==> config.mk <==
export PLATFORM = sky130hd
export DESIGN_NAME = ecc_err_log
export DESIGN_NICKNAME = d
export VERILOG_FILES = /design/src/rtl/ecc_log_pkg.sv /design/src/rtl/ecc_log_status.sv /design/src/rtl/ecc_log_capture.sv /design/src/rtl/ecc_log_cmd.sv /design/src/rtl/ecc_err_log.sv
export SDC_FILE = /design/constraint.sdc
export NUM_CORES = 1
export LEC_CHECK = 0
export BUFFER_PORTS_ARGS = -buffer_cell sky130_fd_sc_hd__buf_2
export CELL_PAD_IN_SITES_DETAIL_PLACEMENT = 1
export CELL_PAD_IN_SITES_GLOBAL_PLACEMENT = 2
export CORE_UTILIZATION = 25
export DETAILED_ROUTE_END_ITERATION = 8
export PLACE_DENSITY_LB_ADDON = 0.15
export SYNTH_ARGS = -nofsm -noshare
export SYNTH_HDL_FRONTEND = slang
export SYNTH_HIERARCHICAL = 1
export SYNTH_SLANG_ARGS = --single-unit
==> constraint.sdc <==
create_clock -name clk -period 3 [get_ports clk]
set_clock_uncertainty 0.15 [all_clocks]
set_input_delay 0.45 -clock clk [delete_from_list [all_inputs] [get_ports clk]]
set_output_delay 0.45 -clock clk [all_outputs]
set_load 0.005 [all_outputs]
==> src/rtl/ecc_log_pkg.sv <==
`timescale 1ns/1ps
package ecc_log_pkg;
    parameter int ERR_ADDR_W = 33;
    parameter int GRAIN_LSB  = 7;
    parameter int SYN_W      = 8;
    parameter int STAT_W     = 16;
    parameter int BUS_DW     = 32;
    parameter int BUS_AW     = 3;

    // status bit positions (decoded by software, so fixed)
    localparam int B_CE    = 0;
    localparam int B_UE    = 1;
    localparam int B_RFTO  = 8;
    localparam int B_LOCK  = 9;
    localparam int B_THERM = 11;

    localparam logic [STAT_W-1:0] ERR_MASK =
        STAT_W'((1 << B_CE) | (1 << B_UE) | (1 << B_RFTO) | (1 << B_LOCK) | (1 << B_THERM));

    localparam logic [BUS_AW-1:0] OFS_STAT = BUS_AW'(0);
    localparam logic [BUS_AW-1:0] OFS_CMD  = BUS_AW'(1);
    localparam logic [BUS_AW-1:0] OFS_APTR = BUS_AW'(2);
    localparam logic [BUS_AW-1:0] OFS_XADR = BUS_AW'(3);
    localparam logic [BUS_AW-1:0] OFS_SYND = BUS_AW'(4);

    typedef struct packed {
        logic thermal;
        logic lockf;
        logic refresh;
        logic ue;
        logic ce;
    } evt_t;

    typedef struct packed {
        logic [ERR_ADDR_W-1:GRAIN_LSB] addr;
        logic                          chan;
        logic [SYN_W-1:0]              syn;
    } cap_t;

    function automatic logic [STAT_W-1:0] evt_to_vec(evt_t e);
        logic [STAT_W-1:0] v;
        v          = '0;
        v[B_CE]    = e.ce;
        v[B_UE]    = e.ue;
        v[B_RFTO]  = e.refresh;
        v[B_LOCK]  = e.lockf;
        v[B_THERM] = e.thermal;
        return v;
    endfunction
endpackage

==> src/rtl/ecc_log_status.sv <==
`timescale 1ns/1ps
module ecc_log_status
    import ecc_log_pkg::*;
(
    input  logic              clk,
    input  logic              rst,
    input  logic [STAT_W-1:0] set_vec,
    input  logic [STAT_W-1:0] clr_vec,
    output logic [STAT_W-1:0] status
);
    for (genvar i = 0; i < STAT_W; i++) begin : g_bit
        if (ERR_MASK[i]) begin : g_live
            logic b_q;
            always_ff @(posedge clk) begin
                if (rst)             b_q <= 1'b0;
                else if (set_vec[i]) b_q <= 1'b1;
                else if (clr_vec[i]) b_q <= 1'b0;
            end
            assign status[i] = b_q;
        end else begin : g_rsvd
            assign status[i] = 1'b0;
        end
    end
endmodule

==> src/rtl/ecc_log_capture.sv <==
`timescale 1ns/1ps
module ecc_log_capture
    import ecc_log_pkg::*;
(
    input  logic                  clk,
    input  logic                  rst,
    input  logic                  ce,
    input  logic                  ue,
    input  logic                  any_logged,
    input  logic                  ue_logged,
    input  logic [ERR_ADDR_W-1:0] addr,
    input  logic                  chan,
    input  logic [SYN_W-1:0]      syn,
    output cap_t                  cap
);
    logic take;
    // uncorrectable overrides unless one is already held; correctable only into an empty log
    assign take = (ue && !ue_logged) || (ce && !any_logged);

    always_ff @(posedge clk) begin
        if (rst) begin
            cap <= '0;
        end else if (take) begin
            cap.addr <= addr[ERR_ADDR_W-1:GRAIN_LSB];
            cap.chan <= chan;
            cap.syn  <= syn;
        end
    end
endmodule

==> src/rtl/ecc_log_cmd.sv <==
`timescale 1ns/1ps
module ecc_log_cmd
    import ecc_log_pkg::*;
(
    input  logic              clk,
    input  logic              rst,
    input  logic              wr_en,
    input  logic [STAT_W-1:0] wdata,
    input  logic [STAT_W-1:0] status,
    output logic [STAT_W-1:0] cmd,
    output logic              sys_err
);
    always_ff @(posedge clk) begin
        if (rst) begin
            cmd     <= '0;
            sys_err <= 1'b0;
        end else begin
            if (wr_en) cmd <= wdata & ERR_MASK;
            sys_err <= |(status & cmd);
        end
    end
endmodule

==> src/rtl/ecc_err_log.sv <==
`timescale 1ns/1ps
module ecc_err_log
    import ecc_log_pkg::*;
(
    input  logic                  clk,
    input  logic                  rst,
    input  logic                  ce_pulse,
    input  logic                  ue_pulse,
    input  logic [ERR_ADDR_W-1:0] err_addr,
    input  logic                  err_chan,
    input  logic [SYN_W-1:0]      err_syn,
    input  logic                  refresh_to_pulse,
    input  logic                  lock_pulse,
    input  logic                  thermal_pulse,
    input  logic [BUS_AW-1:0]     bus_addr,
    input  logic                  bus_we,
    input  logic [BUS_DW-1:0]     bus_wdata,
    output logic [BUS_DW-1:0]     bus_rdata,
    output logic                  sys_err
);
    evt_t              evt;
    logic [STAT_W-1:0] set_vec;
    logic [STAT_W-1:0] clr_vec;
    logic [STAT_W-1:0] status_q;
    logic [STAT_W-1:0] cmd_q;
    cap_t              cap_q;
    logic              cmd_wr;

    assign evt     = '{thermal: thermal_pulse, lockf: lock_pulse, refresh: refresh_to_pulse,
                       ue: ue_pulse, ce: ce_pulse};
    assign set_vec = evt_to_vec(evt);
    assign clr_vec = (bus_we && bus_addr == OFS_STAT) ? (bus_wdata[STAT_W-1:0] & ERR_MASK) : '0;
    assign cmd_wr  = bus_we && bus_addr == OFS_CMD;

    ecc_log_status u_status (
        .clk     (clk),
        .rst     (rst),
        .set_vec (set_vec),
        .clr_vec (clr_vec),
        .status  (status_q)
    );

    ecc_log_capture u_capture (
        .clk        (clk),
        .rst        (rst),
        .ce         (ce_pulse),
        .ue         (ue_pulse),
        .any_logged (|status_q),
        .ue_logged  (status_q[B_UE]),
        .addr       (err_addr),
        .chan       (err_chan),
        .syn        (err_syn),
        .cap        (cap_q)
    );

    ecc_log_cmd u_cmd (
        .clk     (clk),
        .rst     (rst),
        .wr_en   (cmd_wr),
        .wdata   (bus_wdata[STAT_W-1:0]),
        .status  (status_q),
        .cmd     (cmd_q),
        .sys_err (sys_err)
    );

    always_comb begin
        bus_rdata = '0;
        case (bus_addr)
            OFS_STAT: bus_rdata[STAT_W-1:0] = status_q;
            OFS_CMD:  bus_rdata[STAT_W-1:0] = cmd_q;
            OFS_APTR: begin
                bus_rdata[BUS_DW-1:GRAIN_LSB] = cap_q.addr[BUS_DW-1:GRAIN_LSB];
                bus_rdata[0]                  = cap_q.chan;
            end
            OFS_XADR: bus_rdata[0] = cap_q.addr[ERR_ADDR_W-1];
            OFS_SYND: bus_rdata[SYN_W-1:0] = cap_q.syn;
            default:  bus_rdata = '0;
        endcase
    end
endmodule

== Word level (Yosys, flattened, before mapping) ==
Cells that the tools add are included.

* Add/sub/neg operators: 0
* Multiply operators: 0
* Div/mod/pow operators: 0
* $lt $le $gt $ge: 0
* Equal/unequal tests: 4
* Shift-type cells: 0
* Mux-type cells: 16
* Bitwise gates (word level): 1
* Reductions and logical operators: 15

{| class="wikitable"
|+ Operators by type and width
! operator !! number
|-
| $pmux W8 S3 || 1
|-
| $pmux W6 S3 || 1
|-
| $mux W16 || 1
|-
| $reduce_or A16 Y1 || 1
|-
| $and A12 B12 Y12 || 1
|-
| $mux W12 || 1
|-
| $mux W1 || 10
|-
| $reduce_bool A2 Y1 || 5
|-
| $eq A3 B2 Y1 const B || 2
|-
| $pmux W1 S5 || 1
|-
| $reduce_or A5 Y1 || 1
|-
| $logic_and A1 B1 Y1 || 4
|-
| $eq A3 B1 Y1 const B || 1
|-
| $eq A3 B3 Y1 const B || 1
|-
| $logic_not A3 Y1 || 1
|-
| $logic_not A1 Y1 || 2
|-
| $pmux W1 S2 || 1
|-
| $logic_or A1 B1 Y1 || 1
|}

* Register bits after elaboration: 46
* Bits in latches: 0
* RAM bits: 0
* ROM bits: 0
* Bits of input ports: 85
* Output and inout bits: 33
* Logic and storage cells: 46
* Memories: 0

== Longest topological paths before layout ==
* Depth after elaboration: 5
* Mapped depth: 8
* Gate-level depth less buffers: 5

== By module ==
Netlist, hierarchy kept.

{| class="wikitable"
|+ By module, submodules not included
! module !! times used !! cells an instance !! area an instance (sq um) !! sequential area each (sq um)
|-
| ecc_log_capture || 1 || 154 || 1606.5 || 700.7
|-
| ecc_err_log || 1 || 109 || 747.0 || 0.0
|-
| ecc_log_cmd || 1 || 32 || 305.3 || 120.1
|-
| ecc_log_status || 1 || 37 || 299.0 || 100.1
|}

== Worst setup path before layout ==
OpenSTA, ideal clock, no wires.

* Path type: input-to-output
* Start: input port bus_addr[2]
* End: output port bus_rdata[21]
* Data arrival time: 1.197 ns
* Data required time: 2.400 ns
* Slack: 1.203 ns
* Cell stages on the path: 4
* Buffers on the path: 2
* Path through: buf_4 nor3b_4 clkbuf_1 and2_1

* Word-level cells in the longest chain between the ends: 2

{| class="wikitable"
|+ Ends and longest elaborated chain
! what !! RTL line !! RTL
|-
| start, declared || ecc_err_log.sv:15 || <nowiki>input logic [BUS_AW-1:0] bus_addr,</nowiki>
|-
| $eq A3 B2 Y1 || ecc_err_log.sv:68 || <nowiki>case (bus_addr)</nowiki>
|-
| $mux W16 || ecc_err_log.sv:68 ||
|-
| end, declared || ecc_err_log.sv:18 || <nowiki>output logic [BUS_DW-1:0] bus_rdata,</nowiki>
|}

No other way between the ends.

== Final worst setup path ==
* Start: input port bus_addr[1]
* End: output port bus_rdata[0]

* Word-level cells in the longest chain between the ends: 2
* Elaborated cells between the ends (all ways): 6
* Those cells by class: eq/ne (4); mux (1); reduce/logical (1)

{| class="wikitable"
|+ Ends and longest elaborated chain
! what !! RTL line
|-
| $eq A3 B3 Y1 (tied with other cells) || ecc_err_log.sv:68
|-
| $pmux W1 S5 * || ecc_err_log.sv:68
|}

Every way passes the cells marked *; elsewhere a longest branch is shown, timed or not.

==> metrics.md <==
| Metric | Value |
|---|---|
| Post-CTS Resized | `0` |
| Final setup viols | `0` |
| Worst reg2reg path depth | `6` |
| Placement row count | `39` |
| Hold Crit Depth | `3` |
| Commonest non-fill, non-tap cell in the layout | `buf_2` |
| Clock share of power | `41.6%` |
| Ports | `about 120` |
| H-tree levels | `2` |
| P_leak | `1.66 nW` |
| Clk buf depth | `2` |
| # diodes | `0` |
| Gr busiest metal | `met2` |
| CTS buffer count | `5` |
| Post-CTS setup repair buffer count | `0` |
| Cts hold-fix bufs | `0` |
| ANT nets after route | `0` |
| TritonRoute pass-1 iters | `4` |
| WP depth | `5` |
| Most numerous cell on the critical path | `buf_2` |
| Min Hold Slack | `roughly 250 ps` |
| Met3 Usage GRT | `under 10%` |
| Critical-path top delay cell | `buf_2` |
| Avg Vias per Cell | `between 4 and 5` |
| Met1 usage | `15.4%` |
| Reg clk slew, reported paths | `60 ps` |
| Buf/Inv on CP | `2` |
| Largest stage delay, worst path | `430 ps` |
| Vias | `2230` |
| Global-route wire length before repair | `around 12 mm` |
| Chip Width | `111 µm` |
| Met2 Use GR | `between 15 and 20%` |
| Global Route Usage Sum | `between 10% and 20%` |
| Combinational power share | `14.8%` |
| RSZ-0062 raised after global routing | `no` |
| Delay-heaviest family, CP | `buffers and inverters` |
| Endpoints failing hold | `0` |
| CP Cell Sequence | `buf_2, and2b_1, a31oi_1, nand3_1, buf_2` |
| WL per Instance | `13.3 µm` |
| Syn Area/Cell | `8.92 µm²` |
| Pins Over Slew Limit | `0` |
| Req. time, crit path | `between 2000 and 2500 ps` |
| Slew headroom | `59.1%` |
| Crit path kind | `in2out` |
| TritonCTS clock tree | `done` |
| Synth Cell Area | `2950 µm²` |
| Setup_tns | `0 ps` |
| IO buf count | `83` |
| GPL Wtd Cong | `0.692` |
| Peak supply drop | `0.000232 V` |
| Largest net degree at the start of global routing | `between 50 and 60` |
| HP Class | `in2reg` |
| Final Power | `1.54 mW` |
| Worst slew pin tran | `613 ps` |
| Power Dens Cells | `447 nW/µm²` |
| Vias in the first global route | `approximately 2300` |
| Final WL | `7.20 mm` |
| Sw frac | `24.8%` |
| Die height | `111 µm` |
| Share of layout cells above drive strength 1 | `27.7%` |
| Die ar. | `12300 µm²` |
| CTS root buf | `clkbuf_16` |
| Synth Instances | `331` |
| Grt ovf | `0` |
| P&R area growth vs syn | `16.6%` |
| Type of origin of the critical path | `input port` |
| Starting density of the core | `around a quarter` |
| Crit path capture type | `output pin` |
| Residual DRC count | `0` |
| Period utilization | `79.9%` |
| Syn. warnings | `6` |
| Worst Path Arrival | `1800 ps` |
| Worst skew pair latency | `just under 300 ps` |
| Final HPWL DP | `5.18 mm` |
| Net switching power | `382 µW` |
| Max Fclk | `between 400 and 500 MHz` |
| Initial antenna violation count | `0` |
| DRT iter0 DRCs | `51` |
| Leading cell types in the layout, fill and taps excluded | `buf_2 (83), nand2b_1 (75), mux2i_1 (56), dfxtp_1 (46), conb_1 (22)` |
| Part of the power in registers | `43.6%` |
| Max Fanout on Critical Path | `21` |
| CTS Sinks | `46` |
| Core area | `11500 µm²` |
| Status | `completed` |
| Max cap viols | `0` |
| Tmin final | `2400 ps` |
| Nets | `between 400 and 500` |
| Internal power | `1.16 mW` |
area by class of cell:
cell class	instances	area (µm²)
clock buffers	6	129
clock inverters	2	37.5
fillers	1390	8020
inverters	8	30.0
multi-input cells	249	1700
flip-flops and latches	46	921
well taps	143	179
repair buffers	86	450
metal layers:
| metal | up-vias | wire length (µm) |
|---|---|---|
| met5 | - | 0 |
| met4 | 0 | 80 |
| met3 | 7 | 540 |
| met2 | 59 | 3170 |
| met1 | 1007 | 3410 |
| li1 | 1157 | - |
stage by stage:
stage | util (%) | area [µm²] | cells | setup slack [ps]
final | 30.0 | 3440 | 540 | 604
after detailed placement | 28.6 | 3280 | 532 | 582
after CTS | 30.0 | 3440 | 540 | 579
after global routing | 30.0 | 3440 | 540 | 533
after global placement | 28.6 | 3280 | 532 | 591
after floorplan | - | 3030 | 351 | 1200
power by group through the flow:
stage	registers [mW]	clock network, mW	logic (mW)
2_1_floorplan	0.674	0	0.199
3_3_place_gp	0.685	0	0.230
3_5_place_dp	0.686	0	0.233
4_1_cts	0.672	0.674	0.234
5_1_grt	0.677	0.696	0.258
6_report	0.671	0.640	0.228
registers in the layout, indices dropped and copies added (netlist names):
register                   cells
u_cmd/cmd                      5
u_cmd/sys_err                  1
u_status/g_bit.g_live.b_q      5
u_capture/cap                 35
worst reg2reg max path: stages (launching register included):
cell and delay (ps):
dfxtp_1 450, nor4_1 90, nand4_1 110, inv_1 60
a22oi_2 130, buf_4 530, mux2i_1 270
worst paths after layout:
check                                  to                    startpoint  slack, ps
min          u_status/g_bit[8].g_live.b_q              refresh_to_pulse        250
max                          bus_rdata[0]                   bus_addr[1]        600
min reg2reg             u_capture/cap[18]             u_capture/cap[18]        320
max reg2reg             u_capture/cap[28]  u_status/g_bit[1].g_live.b_q       1150
Power figures use the tool's default switching activity.
